**src/rtl/serial_rx_pkg.sv**
```systemverilog
package serial_rx_pkg;
  localparam int CHAR_W = 8;

  typedef enum logic [2:0] {
    ST_IDLE, ST_START, ST_DATA, ST_PAR, ST_STOP1, ST_STOP2
  } rx_state_e;

  typedef struct packed {
    logic              perr;
    logic              ferr;
    logic [CHAR_W-1:0] data;
  } rx_entry_t;
endpackage

```
**src/rtl/rx_tick_gen.sv**
```systemverilog
module rx_tick_gen #(
  parameter int DIV_W = 16
) (
  input  logic             clk,
  input  logic             rst,
  input  logic [DIV_W-1:0] div,
  output logic             tick
);
  logic [DIV_W-1:0] cnt;

  always_ff @(posedge clk) begin
    if (rst) begin
      cnt  <= '0;
      tick <= 1'b0;
    end else if (cnt >= div) begin
      cnt  <= '0;
      tick <= 1'b1;
    end else begin
      cnt  <= cnt + 1'b1;
      tick <= 1'b0;
    end
  end
endmodule

```
**src/rtl/rx_frame_sampler.sv**
```systemverilog
module rx_frame_sampler
  import serial_rx_pkg::*;
#(
  parameter int OVS = 16
) (
  input  logic       clk,
  input  logic       rst,
  input  logic       tick,
  input  logic       rx_s,
  input  logic       cfg_par_en,
  input  logic       cfg_par_odd,
  input  logic       cfg_two_stop,
  input  logic [1:0] cfg_len,
  output logic       done,
  output rx_entry_t  ent,
  output logic       noisy
);
  localparam int SC_W = $clog2(OVS);
  localparam logic [SC_W-1:0] S_A   = SC_W'(OVS/2 - 1);
  localparam logic [SC_W-1:0] S_B   = SC_W'(OVS/2);
  localparam logic [SC_W-1:0] S_C   = SC_W'(OVS/2 + 1);
  localparam logic [SC_W-1:0] S_END = SC_W'(OVS - 1);

  rx_state_e         st;
  logic [SC_W-1:0]   sc;
  logic [2:0]        bidx;
  logic              sa, sb;
  logic [CHAR_W-1:0] sh;
  logic              par_bit, ferr_acc, nz_acc;
  logic              maj, dis, last_bit;
  logic [2:0]        nbits_m1;
  logic [CHAR_W-1:0] data_fin;

  assign maj      = (sa & sb) | (sa & rx_s) | (sb & rx_s);
  assign dis      = ~((sa & sb & rx_s) | ~(sa | sb | rx_s));
  assign nbits_m1 = {1'b1, cfg_len};
  assign data_fin = sh >> (~cfg_len);
  assign last_bit = (st == ST_STOP2) || (st == ST_STOP1 && !cfg_two_stop);

  always_ff @(posedge clk) begin
    if (rst) begin
      st       <= ST_IDLE;
      sc       <= '0;
      bidx     <= '0;
      sa       <= 1'b1;
      sb       <= 1'b1;
      sh       <= '0;
      par_bit  <= 1'b0;
      ferr_acc <= 1'b0;
      nz_acc   <= 1'b0;
      done     <= 1'b0;
      ent      <= '0;
      noisy    <= 1'b0;
    end else begin
      done <= 1'b0;
      if (tick) begin
        if (st == ST_IDLE) begin
          if (!rx_s) begin
            st       <= ST_START;
            sc       <= SC_W'(1);
            ferr_acc <= 1'b0;
            nz_acc   <= 1'b0;
          end
        end else begin
          sc <= (sc == S_END) ? '0 : sc + 1'b1;
          if (sc == S_A) sa <= rx_s;
          if (sc == S_B) sb <= rx_s;
          if (sc == S_C) begin
            unique case (st)
              ST_START: if (maj) st <= ST_IDLE;
                        else nz_acc <= nz_acc | dis;
              ST_DATA: begin
                sh     <= {maj, sh[CHAR_W-1:1]};
                nz_acc <= nz_acc | dis;
              end
              ST_PAR: begin
                par_bit <= maj;
                nz_acc  <= nz_acc | dis;
              end
              default: begin
                if (last_bit) begin
                  st        <= ST_IDLE;
                  done      <= 1'b1;
                  ent.data  <= data_fin;
                  ent.ferr  <= ferr_acc | ~maj;
                  ent.perr  <= cfg_par_en & ((^data_fin ^ par_bit) != cfg_par_odd);
                  noisy     <= nz_acc | dis;
                end else begin
                  ferr_acc <= ~maj;
                  nz_acc   <= nz_acc | dis;
                end
              end
            endcase
          end
          if (sc == S_END) begin
            unique case (st)
              ST_START: begin st <= ST_DATA; bidx <= '0; end
              ST_DATA:
                if (bidx == nbits_m1) st <= cfg_par_en ? ST_PAR : ST_STOP1;
                else bidx <= bidx + 1'b1;
              ST_PAR:   st <= ST_STOP1;
              ST_STOP1: st <= ST_STOP2;
              default:  st <= st;
            endcase
          end
        end
      end
    end
  end

  assert_false_start_R9: assert property (@(posedge clk) disable iff (rst)
    (tick && st == ST_START && sc == S_C && maj) |=> (st == ST_IDLE && !done));
  assert_done_single_R1: assert property (@(posedge clk) disable iff (rst)
    done |=> !done);
endmodule

```
**src/rtl/rx_err_fifo.sv**
```systemverilog
module rx_err_fifo
  import serial_rx_pkg::*;
#(
  parameter int DEPTH = 4
) (
  input  logic              clk,
  input  logic              rst,
  input  logic              push,
  input  rx_entry_t         wdata,
  input  logic              pop,
  output rx_entry_t         head,
  output logic [CHAR_W-1:0] rd_q,
  output logic              empty,
  output logic              full,
  output logic [$clog2(DEPTH+1)-1:0] count
);
  localparam int PTR_W = (DEPTH > 1) ? $clog2(DEPTH) : 1;
  localparam int CNT_W = $clog2(DEPTH + 1);
  localparam logic [PTR_W-1:0] LAST = PTR_W'(DEPTH - 1);

  rx_entry_t        mem [DEPTH];
  logic [PTR_W-1:0] wptr, rptr;
  logic             do_pop, do_push;

  assign empty   = (count == '0);
  assign full    = (count == CNT_W'(DEPTH));
  assign do_pop  = pop & ~empty;
  assign do_push = push & ~full;
  assign head    = mem[rptr];

  always_ff @(posedge clk) begin
    if (do_push) mem[wptr] <= wdata;
  end

  always_ff @(posedge clk) begin
    if (rst) begin
      wptr  <= '0;
      rptr  <= '0;
      count <= '0;
      rd_q  <= '0;
    end else begin
      if (do_push) wptr <= (wptr == LAST) ? '0 : wptr + 1'b1;
      if (do_pop) begin
        rptr <= (rptr == LAST) ? '0 : rptr + 1'b1;
        rd_q <= mem[rptr].data;
      end
      count <= count + CNT_W'(do_push) - CNT_W'(do_pop);
    end
  end

  assert_count_bound_R1: assert property (@(posedge clk) disable iff (rst)
    count <= CNT_W'(DEPTH));
  assert_push_room_R2: assert property (@(posedge clk) disable iff (rst)
    push |-> !full);
  assert_count_step_R1: assert property (@(posedge clk) disable iff (rst)
    (push && !pop) |=> count == $past(count) + 1'b1);
  assert_empty_read_R10: assert property (@(posedge clk) disable iff (rst)
    (pop && empty) |=> ($stable(rd_q) && empty));
endmodule

```
**src/rtl/serial_rx_path.sv**
```systemverilog
module serial_rx_path
  import serial_rx_pkg::*;
#(
  parameter int DEPTH = 4,
  parameter int OVS   = 16,
  parameter int DIV_W = 16
) (
  input  logic             clk,
  input  logic             rst,
  input  logic             rx_in,
  input  logic [DIV_W-1:0] baud_div,
  input  logic             cfg_par_en,
  input  logic             cfg_par_odd,
  input  logic             cfg_two_stop,
  input  logic [1:0]       cfg_len,
  input  logic             rx_irq_en,
  input  logic             stat_rd,
  input  logic             data_rd,
  output logic [3:0]       status,
  output logic [7:0]       rd_data,
  output logic             rx_avail,
  output logic             ovr_irq
);
  localparam int CNT_W = $clog2(DEPTH + 1);

  logic             sync1, sync2, tick;
  logic             s_done, s_noisy;
  rx_entry_t        s_ent, head;
  logic             f_empty, f_full, push, ovr_set;
  logic [CNT_W-1:0] f_cnt;
  logic             armed, ovr_flag, noise_flag, rd_clear;

  always_ff @(posedge clk) begin
    if (rst) begin
      sync1 <= 1'b1;
      sync2 <= 1'b1;
    end else begin
      sync1 <= rx_in;
      sync2 <= sync1;
    end
  end

  rx_tick_gen #(.DIV_W(DIV_W)) u_tick (
    .clk(clk), .rst(rst), .div(baud_div), .tick(tick)
  );

  rx_frame_sampler #(.OVS(OVS)) u_samp (
    .clk(clk), .rst(rst), .tick(tick), .rx_s(sync2),
    .cfg_par_en(cfg_par_en), .cfg_par_odd(cfg_par_odd),
    .cfg_two_stop(cfg_two_stop), .cfg_len(cfg_len),
    .done(s_done), .ent(s_ent), .noisy(s_noisy)
  );

  assign push    = s_done & ~f_full;
  assign ovr_set = s_done & f_full;

  rx_err_fifo #(.DEPTH(DEPTH)) u_fifo (
    .clk(clk), .rst(rst), .push(push), .wdata(s_ent), .pop(data_rd),
    .head(head), .rd_q(rd_data), .empty(f_empty), .full(f_full), .count(f_cnt)
  );

  assign rd_clear = data_rd & armed;

  always_ff @(posedge clk) begin
    if (rst) begin
      armed      <= 1'b0;
      ovr_flag   <= 1'b0;
      noise_flag <= 1'b0;
      ovr_irq    <= 1'b0;
    end else begin
      if (data_rd)      armed <= 1'b0;
      else if (stat_rd) armed <= 1'b1;
      if (ovr_set)       ovr_flag <= 1'b1;
      else if (rd_clear) ovr_flag <= 1'b0;
      if (push && s_noisy) noise_flag <= 1'b1;
      else if (rd_clear)   noise_flag <= 1'b0;
      ovr_irq <= ovr_set & rx_irq_en;
    end
  end

  assign status   = {ovr_flag, noise_flag, head.perr & ~f_empty, head.ferr & ~f_empty};
  assign rx_avail = ~f_empty;

  assert_ovr_keeps_R2: assert property (@(posedge clk) disable iff (rst)
    (ovr_set && !data_rd) |=> f_cnt == $past(f_cnt));
  assert_ovr_irq_gate_R3: assert property (@(posedge clk) disable iff (rst)
    ovr_irq |-> ($past(rx_irq_en) && ovr_flag));
  assert_flag_clear_R4: assert property (@(posedge clk) disable iff (rst)
    ($fell(ovr_flag) || $fell(noise_flag)) |-> $past(armed && data_rd));
  assert_noise_set_R5: assert property (@(posedge clk) disable iff (rst)
    $rose(noise_flag) |-> ($past(push) && rx_avail));
endmodule

```
**config.mk**
```make
export PLATFORM = sky130hd
export DESIGN_NAME = serial_rx_path
export DESIGN_NICKNAME = d
export VERILOG_FILES = /design/src/rtl/serial_rx_pkg.sv /design/src/rtl/rx_tick_gen.sv /design/src/rtl/rx_frame_sampler.sv /design/src/rtl/rx_err_fifo.sv /design/src/rtl/serial_rx_path.sv
export SDC_FILE = /design/constraint.sdc
export NUM_CORES = 1
export LEC_CHECK = 0
export BUFFER_PORTS_ARGS = -buffer_cell sky130_fd_sc_hd__buf_2
export CORE_MARGIN = 1.5
export CORE_UTILIZATION = 45
export DETAILED_ROUTE_END_ITERATION = 8
export PLACE_DENSITY = 0.65
export SYNTH_ARGS = -nofsm -noshare
export SYNTH_HDL_FRONTEND = slang
export SYNTH_SLANG_ARGS = --single-unit
```
**constraint.sdc**
```tcl
create_clock -name clk -period 4.17 [get_ports clk]
set_clock_uncertainty 0.05 [all_clocks]
set_input_delay 0.834 -clock clk [delete_from_list [all_inputs] [get_ports clk]]
set_output_delay 0.834 -clock clk [all_outputs]
set_load 0.05 [all_outputs]
```
==> impl_metrics.env <==
export IMPL_synth_edff_count=40
export IMPL_die_height_um=113
export IMPL_syn2layout_area_growth_pct=15.3
export IMPL_rr_startpoint="u_fifo.count[1]$_SDFF_PP0_"
export IMPL_cts_htree_levels=4
export IMPL_ant_nets=0
export IMPL_r2r_cells=11
export IMPL_final_setup_worst_slack_ps=1140
export IMPL_synth_most_common_cell="dfxtp_1"
export IMPL_grt_use_total_pct=17.1
export IMPL_place_area_um2=5710
export IMPL_crit_slowest_cell="dfxtp_1"
export IMPL_fin_util_pct=52.8
export IMPL_fmax_ghz=0.330
export IMPL_maxCapViolCount=0
export IMPL_power_density_nw_per_um2=495
export IMPL_synth_seq_cells=115
export IMPL_hold_class="reg2reg"
export IMPL_async_flop_share_pct=0
export IMPL_antenna_found_initial=0
export IMPL_die_x_um=113
export IMPL_syn_area_um2=5450
export IMPL_final_net_count=601
export IMPL_clockBufferDepth=2
export IMPL_cp_top_family="flip-flops"
export IMPL_start_util_pct=45.8
export IMPL_design_area_um2=6290
export IMPL_worst_pin_slew_ps=1100
export IMPL_path_cells="mux4_2 > and2_1 > buf_2"
export IMPL_wl_per_cell_um=14.1
export IMPL_synth_top_area_share_pct=27.5
export IMPL_criticalPathCategory="reg2out"
export IMPL_cts_hold_fix_buffers=0
export IMPL_path_clk_slew_ps=60
export IMPL_synth_nets=568
export IMPL_diodes=0
export IMPL_crit_path_end="status[0]"
export IMPL_tritoncts="done"
export IMPL_grt_pass1_vias=3567
export IMPL_drive_gt1_share_pct=19.5
export IMPL_arrival_ps=2150
export IMPL_cts_setup_buffers=0
export IMPL_ys_seq_area_share_pct=49.6
export IMPL_clkLatencyLatePin_ps=400
export IMPL_core_area_um2=11900
export IMPL_path_max_fanout=10
export IMPL_routed_wl_um=9920
export IMPL_crit_path_start_kind="flip-flop"
export IMPL_cp_num_cells=3
export IMPL_synthCells=512
export IMPL_reg2reg_to="u_fifo.count[2]$_SDFF_PP0_"
export IMPL_synthTopCellsByArea="dfxtp_1 28%, edfxtp_1 22%, ha_1 6.4%, mux4_2 4.1%, mux2i_1 4.0%"
export IMPL_dr_pass1_iters=4
export IMPL_timing_hold_ws_ps=360
export IMPL_cp_slowest_stage_delay_ps=770
export IMPL_ios=41
export IMPL_grt_overflow_total=0
export IMPL_yosys_area_top_type="dfxtp_1"
export IMPL_viasPerCell=5.23
export IMPL_setup_worst_path_end_class="primary output"
export IMPL_cp_required_ps=3290
export IMPL_rsz0062_at_grt="false"
export IMPL_ys_types=62
export IMPL_hold_viol=0
export IMPL_cp_num_buf_inv=1
export IMPL_leakagePower_nw=2.40
export IMPL_drv_slew=0
export IMPL_cts_inserted_buffers=17
export IMPL_post_route_drc_count=0
export IMPL_tns_ps=0
export IMPL_irDropWorstVdd_mv=0.211
export IMPL_synth_flop_cell="dfxtp_1"
export IMPL_syn_avg_cell_area_um2=10.7
export IMPL_place_hpwl_um=6810
export IMPL_numPortBuffers=40
export IMPL_fp_row_count=40
export IMPL_rrSetupSlack_ps=1220
export IMPL_drtIter0Drc=240
export IMPL_synth_commonest_cells="75 x dfxtp_1, 50 x nand2_1, 43 x nor2_1"
export IMPL_dp_slack_ps=1100
export IMPL_dr_total_vias=3690
export IMPL_die_area_um2=12800
export IMPL_status="finished, final reports clean"
export IMPL_ctsResizeCount=0
export IMPL_grt_pass1_wl_um=17200
export IMPL_gp_congestion=0.783
export IMPL_min_period_ps=3030
export IMPL_synth_warnings=0
export IMPL_period_share_pct=72.8
export IMPL_finalSetupViolCount=0
export IMPL_cts_root_buf="clkbuf_16"
export IMPL_cts_sinks=115
export IMPL_grt_max_degree=57
export IMPL_slew_headroom_pct=26.7
layout by cell type, fill, tap and decap left out, types with 4 or more instances in the layout:
master	Yosys	routed
ha_1	28	28
nand3_1	13	13
nor3_2	13	13
nor3_1	11	11
nor2_1	43	43
a21o_1	7	7
nand4_1	7	7
xnor2_1	13	13
o21ai_0	5	5
buf_2	7	40
nand2_1	50	50
clkbuf_16	0	17
a31oi_1	4	4
mux4_2	10	10
nor2b_1	4	4
and2_1	8	8
a22oi_1	8	8
mux2i_1	22	22
xor2_1	12	12
edfxtp_1	40	40
dfxtp_1	75	75
inv_6	0	4
inv_1	28	28
a21oi_1	31	31
cell type report:
class                   count  area (um2)
inverters                  30         113
flip-flops and latches    115        2700
well taps                 147         184
fillers                  1053        5620
clock inverters            13         149
repair buffers             41         208
multi-input cells         340        2500
clock buffers              19         433
sequential cells by signal (all words and copies together), names as in the netlist, 3 cells and up, named ones only:
signal        flops
u_tick.cnt       16
u_fifo.rd_q       8
u_fifo.mem       40
u_samp.sc         4
u_fifo.count      3
u_samp.sh         8
u_samp.st         3
u_samp.bidx       3
u_samp.ent       10
report_power, final:
part	internal [W]	switching [W]
registers	0.00120	0.0000616
clock network	0.000889	0.000517
logic	0.000149	0.000299
routing by layer:
layer	track usage, %	vias up	part of all wire [%]
met1	22.5	1739	47
met2	27.5	52	49
met4	5.75	0	0.49
met5	0	-	0
li1	-	1897	-
met3	4.50	2	3.1
worst min-delay path by stage:
| stage | start | endpoint | cells after the start |
|---|---|---|---|
| 2_1_floorplan | sync1$_SDFF_PP1_ | sync2$_SDFF_PP1_ | 1 |
| 3_3_place_gp | sync1$_SDFF_PP1_ | sync2$_SDFF_PP1_ | 1 |
| 3_5_place_dp | sync1$_SDFF_PP1_ | sync2$_SDFF_PP1_ | 1 |
| 4_1_cts | sync1$_SDFF_PP1_ | sync2$_SDFF_PP1_ | 1 |
| 5_1_grt | sync1$_SDFF_PP1_ | sync2$_SDFF_PP1_ | 1 |
| 6_report | sync1$_SDFF_PP1_ | sync2$_SDFF_PP1_ | 1 |
worst reg2reg max path, cell delays in order, from the launching register on:
cell and delay (ps):
dfxtp_1 350, or3_1 420, nand2_1 310, clkinv_1 320
ha_1 350, inv_1 60, ha_1 130, inv_1 50
fa_1 390, xor2_1 200, xnor2_1 150, nor2_1 50
kinds of logic (layout without fill, tap and decap cells):
logic type,after synthesis,in the layout,share of synthesized area (%)
flip-flops,115,115,49.6
adder cells (fa/ha/maj),30,30,6.97
XOR/XNOR,26,26,4.31
AND/OR/NAND/NOR,174,174,17.0
buffers and inverters,57,103,4.56
AO/OA/AOI/OAI,75,75,8.86
multiplexers,35,35,8.79
stage by stage:
stage,total power (W),cells
after floorplan,0.00163,512
after CTS,0.00316,705
final,0.00311,705
after detailed placement,0.00173,673
after global placement,0.00172,673
after global routing,0.00327,705
Note: power is estimated with default switching activity, not from simulation.
